File: config.mk
export PLATFORM = sky130hd
export DESIGN_NAME = dvs_ref_slewer
export DESIGN_NICKNAME = d
export VERILOG_FILES = /design/src/rtl/dvs_slew_pkg.sv /design/src/rtl/dvs_rate_tick.sv /design/src/rtl/dvs_step_counter.sv /design/src/rtl/dvs_track_fsm.sv /design/src/rtl/dvs_ref_slewer.sv
export SDC_FILE = /design/constraint.sdc
export NUM_CORES = 1
export LEC_CHECK = 0
export BUFFER_PORTS_ARGS = -buffer_cell sky130_fd_sc_hd__buf_4
export CAP_MARGIN = 0
export CORE_ASPECT_RATIO = 1.4
export CORE_MARGIN = 2
export CORE_UTILIZATION = 60
export DETAILED_ROUTE_END_ITERATION = 12
export GPL_TIMING_DRIVEN = 0
export PLACE_DENSITY = 0.84
export SLEW_MARGIN = 20
export SYNTH_ARGS = -nofsm -noshare
export SYNTH_HDL_FRONTEND = slang
export SYNTH_HIERARCHICAL = 1
export SYNTH_SLANG_ARGS = --single-unit
File: constraint.sdc
create_clock -name clk -period 6.7 [get_ports clk]
set_clock_uncertainty 0.05 [all_clocks]
set_input_delay 1.34 -clock clk [delete_from_list [all_inputs] [get_ports clk]]
set_output_delay 1.34 -clock clk [all_outputs]
set_load 0.02 [all_outputs]
File: src/rtl/dvs_slew_pkg.sv
package dvs_slew_pkg;
    typedef enum logic [1:0] {
        TRK_IDLE   = 2'd0,
        TRK_RISE   = 2'd1,
        TRK_FALL   = 2'd2,
        TRK_SETTLE = 2'd3
    } trk_state_e;
endpackage

File: src/rtl/dvs_rate_tick.sv
// Free-running divider: one-cycle tick every rate_div+1 clocks.
module dvs_rate_tick #(
    parameter int DIV_W = 8
) (
    input  logic             clk,
    input  logic             rst_n,
    input  logic [DIV_W-1:0] rate_div,
    output logic             tick
);
    logic [DIV_W-1:0] cnt_q;

    // >= so that lowering rate_div below the running count ends the period at once
    assign tick = (cnt_q >= rate_div);

    always_ff @(posedge clk or negedge rst_n) begin
        if (!rst_n) begin
            cnt_q <= '0;
        end else if (tick) begin
            cnt_q <= '0;
        end else begin
            cnt_q <= cnt_q + 1'b1;
        end
    end
endmodule

File: src/rtl/dvs_step_counter.sv
// Up/down counter for the active code, saturating at both ends.
module dvs_step_counter #(
    parameter int CODE_W = 5
) (
    input  logic              clk,
    input  logic              rst_n,
    input  logic              step_up,
    input  logic              step_dn,
    output logic [CODE_W-1:0] code
);
    localparam logic [CODE_W-1:0] CODE_MAX = {CODE_W{1'b1}};

    logic [CODE_W-1:0] code_q;
    assign code = code_q;

    always_ff @(posedge clk or negedge rst_n) begin
        if (!rst_n) begin
            code_q <= '0;
        end else if (step_up && !step_dn && code_q != CODE_MAX) begin
            code_q <= code_q + 1'b1;
        end else if (step_dn && !step_up && code_q != '0) begin
            code_q <= code_q - 1'b1;
        end
    end
endmodule

File: src/rtl/dvs_track_fsm.sv
// Decides direction, when to step and when force-PWM may drop.
module dvs_track_fsm
    import dvs_slew_pkg::*;
#(
    parameter int CODE_W = 5
) (
    input  logic              clk,
    input  logic              rst_n,
    input  logic              tick,
    input  logic [CODE_W-1:0] tgt,
    input  logic [CODE_W-1:0] code,
    output logic              step_up,
    output logic              step_dn,
    output logic              force_pwm
);
    trk_state_e state_q, state_d;
    logic [CODE_W-1:0] code_inc, code_dec;
    logic              above, below;

    assign code_inc = code + 1'b1;
    assign code_dec = code - 1'b1;
    assign above    = (tgt > code);
    assign below    = (tgt < code);

    // state register
    always_ff @(posedge clk or negedge rst_n) begin
        if (!rst_n) begin
            state_q <= TRK_IDLE;
        end else begin
            state_q <= state_d;
        end
    end

    // next state
    always_comb begin
        state_d = state_q;
        unique case (state_q)
            TRK_IDLE: begin
                if (above) begin
                    state_d = TRK_RISE;
                end else if (below) begin
                    state_d = TRK_FALL;
                end
            end
            TRK_RISE, TRK_FALL, TRK_SETTLE: begin
                if (tick) begin
                    if (above) begin
                        state_d = (code_inc == tgt) ? TRK_SETTLE : TRK_RISE;
                    end else if (below) begin
                        state_d = (code_dec == tgt) ? TRK_SETTLE : TRK_FALL;
                    end else begin
                        state_d = TRK_IDLE;
                    end
                end
            end
            default: state_d = TRK_IDLE;
        endcase
    end

    // outputs
    always_comb begin
        step_up   = 1'b0;
        step_dn   = 1'b0;
        force_pwm = 1'b0;
        unique case (state_q)
            TRK_IDLE: begin
                force_pwm = 1'b0;
            end
            TRK_RISE, TRK_FALL, TRK_SETTLE: begin
                force_pwm = 1'b1;
                step_up   = tick && above;
                step_dn   = tick && below;
            end
            default: force_pwm = 1'b0;
        endcase
    end
endmodule

File: src/rtl/dvs_ref_slewer.sv
module dvs_ref_slewer #(
    parameter int CODE_W = 5,
    parameter int DIV_W  = 8
) (
    input  logic              clk,
    input  logic              rst_n,
    input  logic [DIV_W-1:0]  rate_div,
    input  logic              tgt_wr,
    input  logic [CODE_W-1:0] tgt_data,
    output logic [CODE_W-1:0] code_out,
    output logic              force_pwm,
    output logic              busy
);
    logic [CODE_W-1:0] tgt_q;
    logic              tick;
    logic              step_up, step_dn;

    always_ff @(posedge clk or negedge rst_n) begin
        if (!rst_n) begin
            tgt_q <= '0;
        end else if (tgt_wr) begin
            tgt_q <= tgt_data;
        end
    end

    dvs_rate_tick #(.DIV_W(DIV_W)) u_tick (
        .clk      (clk),
        .rst_n    (rst_n),
        .rate_div (rate_div),
        .tick     (tick)
    );

    dvs_track_fsm #(.CODE_W(CODE_W)) u_fsm (
        .clk       (clk),
        .rst_n     (rst_n),
        .tick      (tick),
        .tgt       (tgt_q),
        .code      (code_out),
        .step_up   (step_up),
        .step_dn   (step_dn),
        .force_pwm (force_pwm)
    );

    dvs_step_counter #(.CODE_W(CODE_W)) u_cnt (
        .clk     (clk),
        .rst_n   (rst_n),
        .step_up (step_up),
        .step_dn (step_dn),
        .code    (code_out)
    );

    assign busy = force_pwm;
endmodule

==> results of run 1 <==
[flip-flops by register name, summed over array words and instances, names as in the netlist]
name,count
tgt_q,5
u_tick/cnt_q,8
u_fsm/state_q,2
u_cnt/code,5
[through the flow]
stage	total power [µW]	area, µm²	utilization, %	instances	worst slack, ns
detailed placement	681.9	1815	70.16	220	1.848
floorplan	565.4	1605	-	162	2.314
global route	827.3	1852	71.57	224	1.826
finish	754.8	1852	71.57	224	2.139
CTS	756.0	1852	71.57	224	2.155
global placement	658.0	1815	70.16	220	1.910
[cells in the mapped netlist, types with 3 or more instances]
| cell | count | area share [%] |
|---|---|---|
| xnor2_1 | 6 | 3.3 |
| xor2_1 | 8 | 4.4 |
| and3_1 | 6 | 2.3 |
| nor2_1 | 12 | 2.8 |
| mux2i_1 | 4 | 2.5 |
| mux2_2 | 5 | 3.5 |
| ha_1 | 19 | 15 |
| inv_1 | 16 | 3.7 |
| nand3_1 | 9 | 2.8 |
| nand2_1 | 5 | 1.2 |
| o21ai_0 | 3 | 0.94 |
| a21oi_1 | 4 | 1.2 |
| dfrtp_1 | 20 | 31 |
[worst max-delay path, delay by kind of cell]
kind	cells	cell delay (ns)
AOI/OAI and AO/OA	3	0.73
xor gates and xnor gates	1	0.15
adders and majority gates	2	0.76
buffers and inverters	3	0.42
and+or+nand+nor	6	1.34
[worst max-delay path by stage]
| stage | start | end | slack (ns) | cells after the start |
|---|---|---|---|---|
| 6_report | rate_div[7] | u_cnt/code[4] | 2.14 | 15 |
| 3_3_place_gp | rate_div[7] | u_cnt/code[4] | 1.91 | 15 |
| 5_1_grt | rate_div[6] | u_cnt/code[4] | 1.83 | 15 |
| 4_1_cts | rate_div[7] | u_cnt/code[4] | 2.15 | 15 |
| 2_1_floorplan | rate_div[7] | u_cnt/code[4] | 2.31 | 14 |
| 3_5_place_dp | rate_div[7] | u_cnt/code[4] | 1.85 | 15 |
[cell type report]
type                            count  area, µm²  area share (%)
Timing Repair Buffer               22      165.2           8.919
Inverter                           16      60.06           3.243
Multi-Input combinational cell    123       1028           55.54
Clock buffer                        4      36.28           1.959
Buffer                              3      16.27          0.8784
Sequential cell                    20      500.5           27.03
Tap cell                           36      45.04           2.432
[cell usage in the layout, fill, tap and decap left out, types with 3 or more instances in the layout]
| cell type | n |
|---|---|
| buf_4 | 23 |
| dfrtp_1 | 20 |
| ha_1 | 19 |
| inv_1 | 16 |
| nor2_1 | 12 |
| nand3_1 | 9 |
| xor2_1 | 8 |
| and3_1 | 6 |
| xnor2_1 | 6 |
| mux2_2 | 5 |
| nand2_1 | 5 |
| mux2i_1 | 4 |
| a21oi_1 | 4 |
| clkbuf_4 | 3 |
| o21ai_0 | 3 |
[report_power, final]
part / switching (µW) / internal [µW]
Clock: 37.1 / 33.1
Sequential: 79.0 / 162
Combinational: 228 / 215
[metal layers]
layer / part of all wire (%) / vias to the layer above / routed length [µm] / track usage [%]
met3: 3.8 / 2 / 123 / 1.923
met4: 0.76 / 0 / 25 / 6.757
li1: - / 635 / - / -
met1: 39 / 613 / 1282 / 29.23
met5: 0 / - / 0 / 0
met2: 56 / 34 / 1841 / 45.00
[logic make-up (layout without fill, tap and decap cells)]
kind of cell,count (synthesis),in the layout
xor+xnor,15,15
flops,20,20
buf+inv,19,45
compound gates,32,32
mux,9,9
simple gates,47,47
fa+ha+maj,20,20
==> results by group, run 1 <==
Cells and area
  • Number of inserted diodes: 0
  • Share of cells above drive strength 1: 23.40%
  • Fillers: 224
  • Nets: 225
  • Area delta synth->final: 15.35%

Route
  • First DRT Iteration DRCs: 23
  • # DRC: 0
  • Via/cell ratio: 5.732
  • Wire length after detailed routing: 3.273 mm
  • Post-route ant nets: 0
  • Mean routed wirelength per cell: 14.61 µm
  • Vias: 1284
  • Length of the first detailed-routing pass in iterations: 4

STA
  • Final slew viol count: 0
  • Least-Margin Pin Slew: 0.5026 ns
  • Hold Violations, Final: 0
  • Minimum clock period: 4.561 ns
  • Setup-failing EPs final: 0
  • Slew HR: 66.50%
  • Post-Route Setup TNS: 0 ns
  • Unrepaired setup endpoints after global routing: no
  • Hold_ws: 0.4326 ns
  • Final period utilization: 68.08%
  • Max frequency: 219.2 MHz

CTS
  • Maximum buffer depth of the clock tree: 2
  • CTS H-tree lvls: 1
  • Post-cts resize count: 0
  • CTS tree: done
  • CTS clk-pin slew, worst paths: 0.11 ns
  • Number of CTS-inserted buffers: 3
  • CTS root buf: clkbuf_4
  • Hold buffer count at cts: 0
  • Clk sinks: 20
  • Post-CTS setup buffers: 0
  • Clock Latency Late Sink: 0.30 ns

Worst hold path
  • Hold Startpoint: u_tick/cnt_q[0]
  • Hold EP: u_tick/cnt_q[0]
  • HP Class: reg2reg
  • Hold path depth: 1

Global route
  • First-pass GRT wire length: 5.664 mm
  • Number of global-route vias before repair: 1331
  • Congestion Overflow GR: 0
  • Total GRT Usage: 24.71%
  • Initial antenna violation count: 0
  • Pin count of the biggest net entering global routing: 21

Setup path
  • Setup CP Type: in2reg
  • Crit-path slowest cell: fa_1
  • Startpoint Class: primary input
  • CP max stage delay: 0.46 ns
  • Worst Path Required: 6.88 ns
  • R2r endpoint: u_cnt/code[4]
  • Reg2reg start: u_tick/cnt_q[6]
  • Worst Path Max Fanout: 12
  • Worst Setup End Kind: flip-flop
  • Worst path cell trace: buf_4 -> inv_1 -> ha_1 -> and3_1 -> o211ai_1 -> o21ai_2 -> nand2_1 -> and3b_1 -> clkbuf_1 -> nand3_1 -> fa_1 -> and3_1 -> or3_1 -> o22ai_1 -> xor2_1
  • R2R cell count: 13
  • Worst Path Arrival: 4.74 ns
  • Worst path most repeated cell: and3_1
  • Reg-to-reg slack, setup: 2.85 ns

Logic synthesis
  • Register area share after synthesis: 31.18%
  • Seq cells post-synth: 20
  • Fraction of the mapped netlist area in adder cells: 16.06%
  • Netlist cell types: 50
  • Post-Synth Simple-Gate Area: 15.98%
  • Net Count, Synth: 198
  • Mux cell area share after synthesis: 6.002%
  • Post-Synthesis Cells: 162
  • Compound-Gate Fraction of Synth Area: 17.38%
  • Fraction of registers with async set/reset: 100.0%
  • EDFF count, synth: 0
  • Synth warnings: 6
  • Main combinational cell family by area after synthesis: compound AO/OA/AOI/OAI gates
  • Syn avg cell area: 9.909 µm²
  • Xor/xnor share of the synthesized area: 8.652%
  • Mapped Area: 1605 µm²
  • Main synth FF type: dfrtp_1

Status
  • Status: completed

Floorplan
  • Initial core utilization: 62.04%
  • # rows: 22
  • Die height: 65.20 µm
  • Die area: 3111 µm²
  • Chip width: 47.72 µm
  • Core ar.: 2587 µm²
  • Ports: 23

Pwr
  • Pwr dens: 407.6 nW/µm²
  • Maximum vdd drop: 0.2529 mV
  • Leak Pwr: 0.0009031 µW

Place
  • Placer Congestion: 0.8355
  • Post-DP HPWL: 2.519 mm
  • Port bufs: 22

Run
  • Max Cap Viol: 0
Note: power is estimated with default switching activity, not from simulation.
==> run 2: changes to the inputs <==
--- a/config.mk
+++ b/config.mk
@@ -5,14 +5,15 @@
 export SDC_FILE = /design/constraint.sdc
 export NUM_CORES = 1
 export LEC_CHECK = 0
+export ABC_AREA = 1
 export BUFFER_PORTS_ARGS = -buffer_cell sky130_fd_sc_hd__buf_4
 export CAP_MARGIN = 0
 export CORE_ASPECT_RATIO = 1.4
 export CORE_MARGIN = 2
-export CORE_UTILIZATION = 60
+export CORE_UTILIZATION = 52
 export DETAILED_ROUTE_END_ITERATION = 12
 export GPL_TIMING_DRIVEN = 0
-export PLACE_DENSITY = 0.84
+export PLACE_DENSITY = 0.77
 export SLEW_MARGIN = 20
 export SYNTH_ARGS = -nofsm -noshare
 export SYNTH_HDL_FRONTEND = slang
==> constraint.sdc (replaced) <==
create_clock -name clk -period 3.8 [get_ports clk]
set_clock_uncertainty 0.05 [all_clocks]
set_input_delay 0.76 -clock clk [delete_from_list [all_inputs] [get_ports clk]]
set_output_delay 0.76 -clock clk [all_outputs]
set_load 0.02 [all_outputs]
==> run 2 against run 1 <==
  * Non-clock buffer count shrank 2
  * Highest routed layer unchanged
  * Global-route usage is 3.5 points lower
  * Critical path depth rose by 4
  * Clock-buffer cell count shrank 1
==> results by group, run 2 <==
Floorplan
  • Die area: 3837 µm²
  • # rows: 24
  • Die height: 72.50 µm
  • Initial core utilization: 55.28%
  • Chip width: 52.93 µm
  • Core ar.: 3153 µm²
  • Ports: 23

Global route
  • Congestion Overflow GR: 0
  • Pin count of the biggest net entering global routing: 21
  • Initial antenna violation count: 0
  • Total GRT Usage: 21.24%
  • First-pass GRT wire length: 6.182 mm
  • Number of global-route vias before repair: 1516

Route
  • Mean routed wirelength per cell: 10.29 µm
  • Post-route ant nets: 0
  • Vias: 1582
  • First DRT Iteration DRCs: 31
  • # DRC: 0
  • Wire length after detailed routing: 3.324 mm
  • Length of the first detailed-routing pass in iterations: 4
  • Via/cell ratio: 4.898

Logic synthesis
  • Synth top area cells: dfrtp_1, nand2_1, ha_1, inv_1, nand3_1
  • Synth warnings: 6
  • Synth top area share: 28.72%
  • Net Count, Synth: 295
  • Netlist cell types: 25
  • Register area share after synthesis: 28.72%
  • Mapped Area: 1743 µm²
  • Seq cells post-synth: 20
  • Fraction of registers with async set/reset: 100.0%
  • Post-Synthesis Cells: 259
  • Count leader, synth: nand2_1
  • Syn avg cell area: 6.729 µm²
  • EDFF count, synth: 0
  • Synth top cells by count: nand2_1, inv_1, nor2_1
  • Synth area leader: dfrtp_1
  • Main synth FF type: dfrtp_1

Cells and area
  • Largest register FFs: 8
  • Area delta synth->final: 14.64%
  • Nets: 322
  • Register with the most flip-flops: u_tick/cnt_q
  • Finished Layout Cells: 323
  • FF+latch area: 500.5 µm²
  • Most frequent cells in the layout: nand2_1, inv_1, nor2_1, buf_4
  • Share of cells above drive strength 1: 15.49%
  • Commonest non-fill, non-tap cell in the layout: nand2_1
  • Fillers: 328
  • Number of inserted diodes: 0
  • Footprint of the multi-input gates: 1061 µm²

CTS
  • Maximum buffer depth of the clock tree: 2
  • CTS H-tree lvls: 1
  • Post-CTS setup buffers: 0
  • CTS root buf: clkbuf_8
  • Number of CTS-inserted buffers: 3
  • Hold buffer count at cts: 0
  • CTS tree: done
  • Clock Latency Late Sink: 0.26 ns
  • CTS clk-pin slew, worst paths: 0.07 ns
  • Clk sinks: 20
  • Post-cts resize count: 0

Setup path
  • Crit-path slowest cell: dfrtp_1
  • Worst Setup End Kind: flip-flop
  • Setup CP Type: reg2reg
  • Worst Path Required: 3.90 ns
  • Worst path cell trace: inv_1 -> ha_1 -> nand2_1 -> nor2_1 -> nand2_1 -> nand3_2 -> and2_1 -> nand2_1 -> nor2_1 -> inv_1 -> nor2_2 -> nand2_4 -> fa_1 -> inv_1 -> nor2_1 -> nor2_1 -> nand3_1 -> nand3_1 -> nand2_1
  • CP max stage delay: 0.56 ns
  • Worst Path Arrival: 3.19 ns
  • Worst Path Max Fanout: 10
  • Startpoint Class: flip-flop

STA
  • Final setup margin: 0.7130 ns
  • Setup-failing EPs final: 0
  • Hold_ws: 0.3222 ns
  • Slew HR: 72.81%
  • Max frequency: 323.9 MHz
  • Unrepaired setup endpoints after global routing: no
  • Final slew viol count: 0
  • Least-Margin Pin Slew: 0.4078 ns
  • Post-Route Setup TNS: 0 ns
  • Minimum clock period: 3.087 ns
  • Hold Violations, Final: 0
  • Final period utilization: 81.24%

Place
  • Placer Congestion: 0.8486
  • Placement Setup Slack: 0.5115 ns
  • Port bufs: 22
  • Post-DP HPWL: 2.650 mm
  • Placed Cells: 320

Pwr
  • Final total power: 1352 µW
  • Pwr dens: 676.6 nW/µm²
  • Maximum vdd drop: 0.4353 mV
  • Leak Pwr: 0.001168 µW

Run
  • Max Cap Viol: 0

Worst hold path
  • HP Class: in2async

Status
  • Status: completed
[run 2: changes by cell type after synthesis, moves of 5 or more]
| cell | change |
|---|---|
| and3_1 | -6 |
| inv_1 | +26 |
| mux2_2 | -5 |
| nand2_1 | +86 |
| nand3_1 | +11 |
| nor2_1 | +14 |
[run 2: routing by layer]
metal	wire, µm	global-route usage, %	share of wire (%)	up-vias
li1	-	-	-	845
met1	1398	23.45	42	706
met2	1765	40.56	53	27
met3	110	1.852	3.3	4
met4	50	7.692	1.5	0
met5	0	0	0	-
[run 2: final timing paths]
path	from	endpoint	slack (ns)	depth (start not counted)
min in group clk	tgt_q[0]	tgt_q[0]	0.43	2
max reg2reg	u_cnt/code[3]	u_cnt/code[4]	0.71	19
min reg2reg	tgt_q[0]	tgt_q[0]	0.43	2
min	rst_n	tgt_q[3]	0.32	1
max	u_cnt/code[3]	u_cnt/code[4]	0.71	19
max in group asynchronous	rst_n	u_cnt/code[0]	3.16	1
[run 2: layout make-up]
type	count	area share, %
Sequential cell	20	25.05
Inverter	46	8.704
Buffer	1	0.3757
Clock buffer	3	2.066
Tap cell	39	2.442
Multi-Input combinational cell	192	53.10
Timing Repair Buffer	22	8.265
[run 2: cell families (layout without fill, tap and decap cells)]
| group | Yosys count | in the layout | share of synthesized area (%) |
|---|---|---|---|
| flops | 20 | 20 | 28.72 |
| fa+ha+maj | 20 | 20 | 14.79 |
| xor+xnor | 6 | 6 | 3.015 |
| compound gates | 10 | 10 | 3.014 |
| buf+inv | 47 | 72 | 10.41 |
| simple gates | 156 | 156 | 40.06 |
[run 2: critical path: cells and delay by family, from the launching register on]
kind / cells / cell delay, ns
fa+ha+maj: 2 / 0.73
simple gates: 14 / 1.36
flops: 1 / 0.56
buf+inv: 3 / 0.27
[run 2: report_power, final]
group	internal, µW	switching [µW]
sequential	286	120
clock	70.6	67.1
combinational	332	475
total	689	663
[run 2: per-stage QoR]
step	instance area (µm²)	utilization [%]
final	1998	63.37
after global routing	1998	63.37
after CTS	1998	63.37
after detailed placement	1957	62.06
after global placement	1957	62.06
after floorplan	1743	-
==> run 3: changes to the inputs <==
--- a/config.mk
+++ b/config.mk
@@ -5,15 +5,15 @@
 export SDC_FILE = /design/constraint.sdc
 export NUM_CORES = 1
 export LEC_CHECK = 0
-export ABC_AREA = 1
+export ABC_AREA = 0
 export BUFFER_PORTS_ARGS = -buffer_cell sky130_fd_sc_hd__buf_4
 export CAP_MARGIN = 0
 export CORE_ASPECT_RATIO = 1.4
 export CORE_MARGIN = 2
-export CORE_UTILIZATION = 52
+export CORE_UTILIZATION = 57
 export DETAILED_ROUTE_END_ITERATION = 12
 export GPL_TIMING_DRIVEN = 0
-export PLACE_DENSITY = 0.77
+export PLACE_DENSITY = 0.8
 export SLEW_MARGIN = 20
 export SYNTH_ARGS = -nofsm -noshare
 export SYNTH_HDL_FRONTEND = slang
==> constraint.sdc (replaced) <==
create_clock -name clk -period 3 [get_ports clk]
set_clock_uncertainty 0.05 [all_clocks]
set_input_delay 0.6 -clock clk [delete_from_list [all_inputs] [get_ports clk]]
set_output_delay 0.6 -clock clk [all_outputs]
set_load 0.02 [all_outputs]
==> run 3 against run 2 <==
  * The flow now finishes with violations (negative setup slack)
  * Non-clock buffer count grew 18
  * Worst hold slack lost 0.21 ns
  * Total power grew 43%
  * First-iteration DRC count grew 61%
  * Via count shrank 12%
  * Final area grew 5.9%
  * Wire length grew 9.2%
  * Die area shrank 15%
  * Sequential cell count is the same
  * Critical path type unchanged
==> results by group, run 3 (same netlist as run 1, synthesis figures left out) <==
Status
  • Status: finished, violations left
  • Failing checks: negative setup slack

Route
  • First DRT Iteration DRCs: 50
  • Length of the first detailed-routing pass in iterations: 4
  • Vias: 1388
  • Via/cell ratio: 5.783
  • Post-route ant nets: 0
  • Mean routed wirelength per cell: 15.12 µm
  • # DRC: 0
  • Wire length after detailed routing: 3.629 mm

Setup path
  • Reg2reg start: u_cnt/code[2]
  • Worst Path Max Fanout: 9
  • Crit-path leading delay family: compound AO/OA/AOI/OAI gates
  • R2r endpoint: u_cnt/code[4]
  • Startpoint Class: flip-flop
  • Worst Path Arrival: 3.32 ns
  • CP max stage delay: 0.42 ns
  • Crit-path slowest cell: dfrtp_2
  • Crit path buffers/inverters: 3
  • Worst path cell trace: buf_4 -> inv_1 -> ha_4 -> a21oi_2 -> a21oi_1 -> a211o_4 -> and3b_1 -> clkbuf_8 -> nand3_4 -> ha_4 -> a21o_1 -> or3_4 -> o22ai_2 -> xor2_1
  • Worst Path Required: 3.17 ns
  • Worst path most repeated cell: ha_4
  • Setup CP Type: reg2reg
  • Reg-to-reg slack, setup: -0.15 ns
  • Worst Setup End Kind: flip-flop
  • Stages on the worst setup path: 14
  • R2R cell count: 14

Cells and area
  • Number of inserted diodes: 0
  • Finished Layout Cells: 240
  • Register with the most flip-flops: u_tick/cnt_q
  • Core Util, Final: 80.07%
  • Footprint of the multi-input gates: 1149 µm²
  • Commonest non-fill, non-tap cell in the layout: buf_4
  • Area delta synth->final: 31.80%
  • Largest register FFs: 8
  • Fillers: 182
  • Most frequent cells in the layout: buf_4, dfrtp_1, ha_1, inv_1, nor2_1
  • Share of cells above drive strength 1: 40.20%
  • Nets: 241
  • FF+latch area: 504.2 µm²

Pwr
  • Gate power share: 66.3%
  • Leak Pwr: 0.0009878 µW
  • Net Switching: 849.8 µW
  • Maximum vdd drop: 0.8176 mV
  • Clk pwr share: 8.0%
  • Sw Ratio: 44.02%
  • Reg power frac: 25.7%
  • Final total power: 1930 µW
  • Internal: 1081 µW
  • Pwr dens: 912.3 nW/µm²

Place
  • Placer Congestion: 0.8171
  • Port bufs: 22
  • Placement Setup Slack: -0.8081 ns
  • Post-DP HPWL: 2.593 mm
  • Placed Cells: 220

Floorplan
  • Initial core utilization: 60.75%
  • Die height: 66.79 µm
  • Die area: 3263 µm²
  • Ports: 23
  • Core ar.: 2643 µm²
  • Chip width: 48.85 µm
  • # rows: 22

STA
  • Max frequency: 317.9 MHz
  • Slew HR: 69.72%
  • Hold_ws: 0.1087 ns
  • Final period utilization: 104.9%
  • Minimum clock period: 3.146 ns
  • Final slew viol count: 0
  • Least-Margin Pin Slew: 0.4543 ns
  • Unrepaired setup endpoints after global routing: yes
  • Final setup margin: -0.1461 ns
  • Hold Violations, Final: 0
  • Setup-failing EPs final: 2

CTS
  • CTS H-tree lvls: 1
  • CTS clk-pin slew, worst paths: 0.11 ns
  • Number of CTS-inserted buffers: 3
  • CTS tree: done
  • Clock Latency Late Sink: 0.30 ns
  • Clk sinks: 20
  • CTS root buf: clkbuf_4
  • Hold buffer count at cts: 0
  • Maximum buffer depth of the clock tree: 2

Global route
  • Pin count of the biggest net entering global routing: 21
  • First-pass GRT wire length: 6.244 mm
  • Congestion Overflow GR: 0
  • Number of global-route vias before repair: 1486
  • Total GRT Usage: 24.77%
  • Initial antenna violation count: 0

Run
  • Max Cap Viol: 0

Worst hold path
  • HP Class: in2async
==> run 3: worst max path at each step <==
| stage | startpoint | endpoint | slack, ns |
|---|---|---|---|
| after floorplan | rate_div[7] | u_cnt/code[4] | -0.37 |
| after global placement | rate_div[7] | u_cnt/code[4] | -0.77 |
| after detailed placement | rate_div[7] | u_cnt/code[4] | -0.81 |
| after CTS | u_cnt/code[2] | u_cnt/code[3] | -0.1 |
| after global routing | u_cnt/code[2] | u_cnt/code[4] | -0.30 |
| final | u_cnt/code[2] | u_cnt/code[4] | -0.15 |
==> run 3: what timing repair did <==
item | in CTS | in global routing
setup buffers | 11 | 5
resized for setup | 12 | 1
pin swaps | 7 | 1
endpoints found under the setup margin | 4 | 3
==> run 3: cell type report <==
type                       instances  share of cell area (%)
buffer                             3                   1.360
clock buffer                       4                   1.715
inverter                          16                   3.193
multi-input combinational        123                   54.29
sequential                        20                   23.83
tap                               36                   2.129
timing repair buffer              38                   13.48
==> run 3: metrics by stage <==
| step | TNS, ns | instance area (µm²) |
|---|---|---|
| floorplan | -0.5516 | 1687 |
| global placement | -2.065 | 1897 |
| detailed placement | -2.300 | 1897 |
| CTS | -0.1982 | 2073 |
| global route | -0.6483 | 2116 |
| finish | -0.2684 | 2116 |
==> run 3: layer usage <==
metal  vias to the layer above  routed length [µm]  global-route usage (%)
met5                         -                   0                       0
li1                        666                   -                       -
met4                         0                  72                   12.50
met3                         8                 127                   3.139
met1                       674                1417                   24.18
met2                        40                2012                   50.17
==> run 3: power by group through the flow <==
stage	clock network [µW]	registers (µW)	logic, µW
global placement	0	535	981
global route	177	512	1400
detailed placement	0	542	1040
floorplan	0	540	767
CTS	163	507	1200
finish	154	496	1280
